File: src/rtl/hexrec_loader.sv
module hexrec_loader #(
  parameter int AW = 8,
  parameter int CW = 8
) (
  input  logic          clk,
  input  logic          rst_n,
  input  logic          in_valid,
  input  logic [7:0]    in_data,
  output logic          in_ready,
  input  logic [AW-1:0] rd_addr,
  output logic [7:0]    rd_data,
  output logic          err_flag
);

  localparam int DEPTH = 1 << AW;
  localparam logic [2:0] S_ADDR = 3'd0, S_ASEP = 3'd1, S_CNT = 3'd2,
                         S_DHI  = 3'd3, S_DLO  = 3'd4, S_DSEP = 3'd5,
                         S_SKIP = 3'd6;

  logic [2:0]    st;
  logic [2:0]    ndig;
  logic [AW-1:0] addr_acc;
  logic [CW-1:0] cnt;
  logic          cnt_seen;
  logic [3:0]    hi_nib;
  logic [AW-1:0] ptr;
  logic          wr_pend;
  logic [AW-1:0] wr_addr;
  logic [7:0]    wr_byte;
  logic [7:0]    mem [DEPTH];
  logic [4:0]    nib;

  wire acc   = in_valid & in_ready;
  wire is_lf = (in_data == 8'h0A);
  wire is_ws = (in_data == 8'h20) || (in_data == 8'h0D);

  always_comb begin
    if (in_data >= 8'h30 && in_data <= 8'h39)
      nib = {1'b0, in_data[3:0]};
    else if (in_data >= 8'h41 && in_data <= 8'h46)
      nib = {1'b0, in_data[3:0] + 4'd9};
    else
      nib = 5'h10;
  end

  wire       bad = nib[4];
  wire [3:0] nv  = nib[3:0];

  assign in_ready = ~wr_pend;
  assign rd_data  = mem[rd_addr];

  always_ff @(posedge clk) begin
    if (wr_pend) mem[wr_addr] <= wr_byte;
  end

  always_ff @(posedge clk or negedge rst_n) begin
    if (!rst_n) begin
      st       <= S_ADDR;
      ndig     <= '0;
      addr_acc <= '0;
      cnt      <= '0;
      cnt_seen <= 1'b0;
      hi_nib   <= '0;
      ptr      <= '0;
      wr_pend  <= 1'b0;
      wr_addr  <= '0;
      wr_byte  <= '0;
      err_flag <= 1'b0;
    end else begin
      wr_pend <= 1'b0;
      if (acc) begin
        if (is_lf) begin
          st   <= S_ADDR;
          ndig <= '0;
        end else begin
          case (st)
            S_ADDR: begin
              if (is_ws && ndig == 3'd0) begin
              end else if (bad) begin
                st <= S_SKIP; err_flag <= 1'b1;
              end else begin
                addr_acc <= (addr_acc << 4) | AW'(nv);
                ndig     <= ndig + 3'd1;
                if (ndig == 3'd3) st <= S_ASEP;
              end
            end
            S_ASEP: begin
              if (is_ws) begin
                st       <= S_CNT;
                cnt      <= '0;
                cnt_seen <= 1'b0;
                ptr      <= addr_acc;
              end else begin
                st <= S_SKIP; err_flag <= 1'b1;
              end
            end
            S_CNT: begin
              if (is_ws) begin
                if (cnt_seen) st <= (cnt == '0) ? S_SKIP : S_DHI;
              end else if (bad) begin
                st <= S_SKIP; err_flag <= 1'b1;
              end else begin
                cnt      <= (cnt << 4) | CW'(nv);
                cnt_seen <= 1'b1;
              end
            end
            S_DHI: begin
              if (is_ws) begin
              end else if (bad) begin
                st <= S_SKIP; err_flag <= 1'b1;
              end else begin
                hi_nib <= nv;
                st     <= S_DLO;
              end
            end
            S_DLO: begin
              if (bad) begin
                st <= S_SKIP; err_flag <= 1'b1;
              end else begin
                wr_pend <= 1'b1;
                wr_addr <= ptr;
                wr_byte <= {hi_nib, nv};
                ptr     <= ptr + AW'(1);
                cnt     <= cnt - CW'(1);
                st      <= S_DSEP;
              end
            end
            S_DSEP: begin
              if (is_ws) st <= (cnt == '0) ? S_SKIP : S_DHI;
              else begin
                st <= S_SKIP; err_flag <= 1'b1;
              end
            end
            default: begin
            end
          endcase
        end
      end
    end
  end

endmodule


File: config.mk
export PLATFORM = sky130hd
export DESIGN_NAME = hexrec_loader
export DESIGN_NICKNAME = d
export VERILOG_FILES = /design/src/rtl/hexrec_loader.sv
export SDC_FILE = /design/constraint.sdc
export NUM_CORES = 2
export LEC_CHECK = 0
export BUFFER_PORTS_ARGS = -buffer_cell sky130_fd_sc_hd__buf_2
export CAP_MARGIN = 0
export CORE_ASPECT_RATIO = 1.4
export CORE_MARGIN = 2
export CORE_UTILIZATION = 45
export CTS_BUF_LIST = sky130_fd_sc_hd__clkbuf_16
export DETAILED_ROUTE_END_ITERATION = 7
export PLACE_DENSITY = 0.62
export SETUP_SLACK_MARGIN = 0.1
export SYNTH_ARGS = -nofsm -noshare
export SYNTH_HDL_FRONTEND = slang
export SYNTH_SLANG_ARGS = --single-unit
export TNS_END_PERCENT = 50
File: constraint.sdc
create_clock -name clk -period 5 [get_ports clk]
set_clock_uncertainty 0.15 [all_clocks]
set_input_delay 0.75 -clock clk [delete_from_list [all_inputs] [get_ports clk]]
set_output_delay 0.75 -clock clk [all_outputs]
set_load 0.1 [all_outputs]
==> results_dict.tcl <==
set metrics [dict create \
    outcome "finished, final reports clean" \
    drcViolationCount 0 \
    path_max_fanout 35 \
    hold_viol 0 \
    cts_made_buffers 190 \
    fin_crit_sh_pct 97.6 \
    drt-total-wl_um 208000 \
    core_area_mm2 0.181 \
    ys_types 70 \
    finalSetupViolCount 0 \
    routedLengthMet1_um 78200 \
    die_area_mm2 0.186 \
    cp.required_ns 4.10 \
    synth-edff-count 2048 \
    fillCellCount 14200 \
    period_minus_slack_ns 4.88 \
    wl_met3_um 13000 \
    avgSynthCellArea_um2 20.1 \
    synth_ff_type "edfxtp_1" \
    grt_overflow 0 \
    holdCritPathClass "primary input to register" \
    worstPathArrival_ns 3.98 \
    synthToLayoutAreaGrowth_pct 13.0 \
    met2WireLength_um 108000 \
    htreeDepth 4 \
    final_nets 4301 \
    synth_top_area_share_pct 75.1 \
    final_layout_size_suffix_gt1_share_pct 23.1 \
    yosys.area.top_type "edfxtp_1" \
    drtIter0Drc 4549 \
    initial_core_util_pct 45.2 \
    irDropWorstVdd_mv 0.270 \
    crit_type "primary input to output port" \
    yosys-top-cells-area "edfxtp_1, mux4_2, mux2i_1" \
    antenna_found_initial 5 \
    gp_congestion 0.859 \
    top_level_ports 29 \
    grt_start_max_net_pins 208 \
    clkSinkCount 2101 \
    grt_pass1_vias 41600 \
    dp_hpwl_um 131000 \
    cts_tree "done" \
    clock.fmax_ghz 0.205 \
    io_buffers 28 \
    p_per_area_mw_per_mm2 392 \
    grt_use_total_pct 22.7 \
    synth-async-reset-ratio_pct 2.52 \
    row_count 185 \
    grt_pass1_wl_um 300000 \
    synth_nets 4103 \
    maxUsedRoutingLayer "met5" \
    ys_warn_count 0 \
    cts_setup_buffers 0 \
    most-common-layout-cells "edfxtp_1, mux4_2, nor2_1, clkbuf_16, buf_4" \
    clkLatencyLatePin_ns 0.83 \
    totalNegativeSetupSlack_ns 0 \
    viasPerCell 5.98 \
    worst_slew_pin_slew_ns 1.28 \
    wl_per_cell_um 30.4 \
    endpoint_kind "output port" \
    clk_pin_slew_ns 0.06 \
    ant_nets 0 \
    drv_cap 0 \
    slew_headroom_pct 14.8 \
    slew_violations 0 \
    synth_cells 4074 \
    cts_root_buf "clkbuf_16" \
    fin_util_pct 51.1 \
    first_pass_iters 6 \
    synth_area_mm2 0.0819 \
    clk_path_buf_depth 3 \
    rsz0062_at_grt "no" \
    holdWs_ns 0.227 \
    final_common_cell "edfxtp_1" \
    ys_seq_area_share_pct 76.7 \
    dieWidth_um 365 \
    num_vias 41000 \
    p_leak_uw 0.0281 \
    start_kind "primary input" \
    die_y_um 509 \
    ys_seq_elements 2101 \
]
state kept, by name, summed over array words and instances, names as in the netlist:
signal    cells
mem        2048
addr_acc      8
cnt           8
ptr           8
wr_addr       8
wr_byte       8
hi_nib        4
ndig          3
st            3
cnt_seen      1
err_flag      1
wr_pend       1
per-layer routing:
metal	up-vias	GRT usage, %
li1	17300	-
met1	21900	28.6
met2	1518	38.8
met3	364	3.74
met4	4	9.60
met5	-	0
through the flow:
stage	std cells	area, um2	power, uW	worst slack [ns]
floorplan	4074	82000	21400	-1.03
global placement	6510	86400	22200	-0.637
detailed placement	6510	86400	22300	-0.590
global route	6860	92600	37300	0.110
finish	6863	92600	36300	0.121
CTS	6859	92500	36500	0.0248
what timing repair did:
item / 4_1_cts / 5_1_grt
gates cloned: 0 / 0
resized for setup: 4 / 12
setup endpoints to repair: 4 / 7
pin swaps: 0 / 1
hold buffers: 1 / 0
hold endpoints to repair: 37 / 0
synthesized netlist by cell type, types with 4 or more instances:
| master | n |
|---|---|
| a211oi_1 | 12 |
| a21oi_1 | 124 |
| a221oi_1 | 9 |
| a22o_1 | 17 |
| a22oi_1 | 154 |
| a31oi_1 | 12 |
| and2_1 | 7 |
| buf_1 | 7 |
| buf_2 | 52 |
| buf_4 | 23 |
| buf_6 | 23 |
| clkbuf_1 | 151 |
| dfrtp_1 | 53 |
| edfxtp_1 | 2048 |
| ha_1 | 10 |
| inv_1 | 17 |
| mux2_2 | 24 |
| mux2i_1 | 150 |
| mux4_2 | 435 |
| nand2_1 | 71 |
| nand2b_1 | 12 |
| nand3_1 | 37 |
| nand4_1 | 12 |
| nor2_1 | 298 |
| nor2b_1 | 19 |
| nor3_1 | 43 |
| nor3b_1 | 5 |
| nor4_1 | 30 |
| o211ai_1 | 12 |
| o21ai_0 | 37 |
| o21ai_1 | 13 |
| o221ai_1 | 32 |
| o22a_1 | 4 |
| o22ai_1 | 55 |
| o2bb2ai_1 | 8 |
| o311a_1 | 4 |
| o32ai_1 | 4 |
critical path, stage by stage:
cell and delay [ns]:
buf_2 0.34, buf_12 0.29, and2b_1 0.28, a22oi_1 0.20
a21oi_1 0.15, nor3_1 0.53, a211oi_1 0.33, nor4_4 0.77
buf_12 0.26
layout make-up:
type / count / area [um2] / area share (%)
clock buffer: 193 / 4830 / 5.22
inverter: 17 / 63.8 / 0.0689
sequential: 2101 / 62900 / 67.9
timing repair buffer: 262 / 2590 / 2.80
tap: 2431 / 3040 / 3.28
antenna: 4 / 10.0 / 0.0108
multi-input combinational: 1700 / 17900 / 19.4
clock inverter: 155 / 1260 / 1.37
power breakdown:
| group | total (uW) | switching [uW] | internal (uW) |
|---|---|---|---|
| clock | 14400 | 6470 | 7900 |
| combinational | 2140 | 1430 | 715 |
| sequential | 19800 | 218 | 19600 |
| total | 36300 | 8120 | 28200 |
worst paths after layout:
kind                                         from                endpoint  slack (ns)  cells after the start
setup / recovery                       rd_addr[4]              rd_data[2]        0.12                      9
hold / removal                           in_valid       st[2]$_DFFE_PN0P_        0.23                      4
setup reg to reg           wr_addr[5]$_DFFE_PN0P_   mem[237][0]$_DFFE_PP_        1.32                      3
hold reg to reg              err_flag$_DFFE_PN0P_    err_flag$_DFFE_PN0P_        0.31                      1
max in group asynchronous                   rst_n  wr_byte[1]$_DFFE_PN0P_        3.50                      3
min in group asynchronous                   rst_n      cnt[7]$_DFFE_PN0P_        0.43                      2
logic make-up (layout without fill, tap and decap cells):
kind of cell / count (synthesis) / after routing / share of synthesized area (%)
flops: 2101 / 2101 / 76.7
mux: 609 / 609 / 14.1
simple gates: 561 / 561 / 3.09
compound gates: 519 / 519 / 4.31
buf+inv: 273 / 627 / 1.65
fa+ha+maj: 10 / 10 / 0.153
xor+xnor: 1 / 1 / 0.0107
other cells: 0 / 4 / 0
Note: power is estimated with default switching activity, not from simulation.
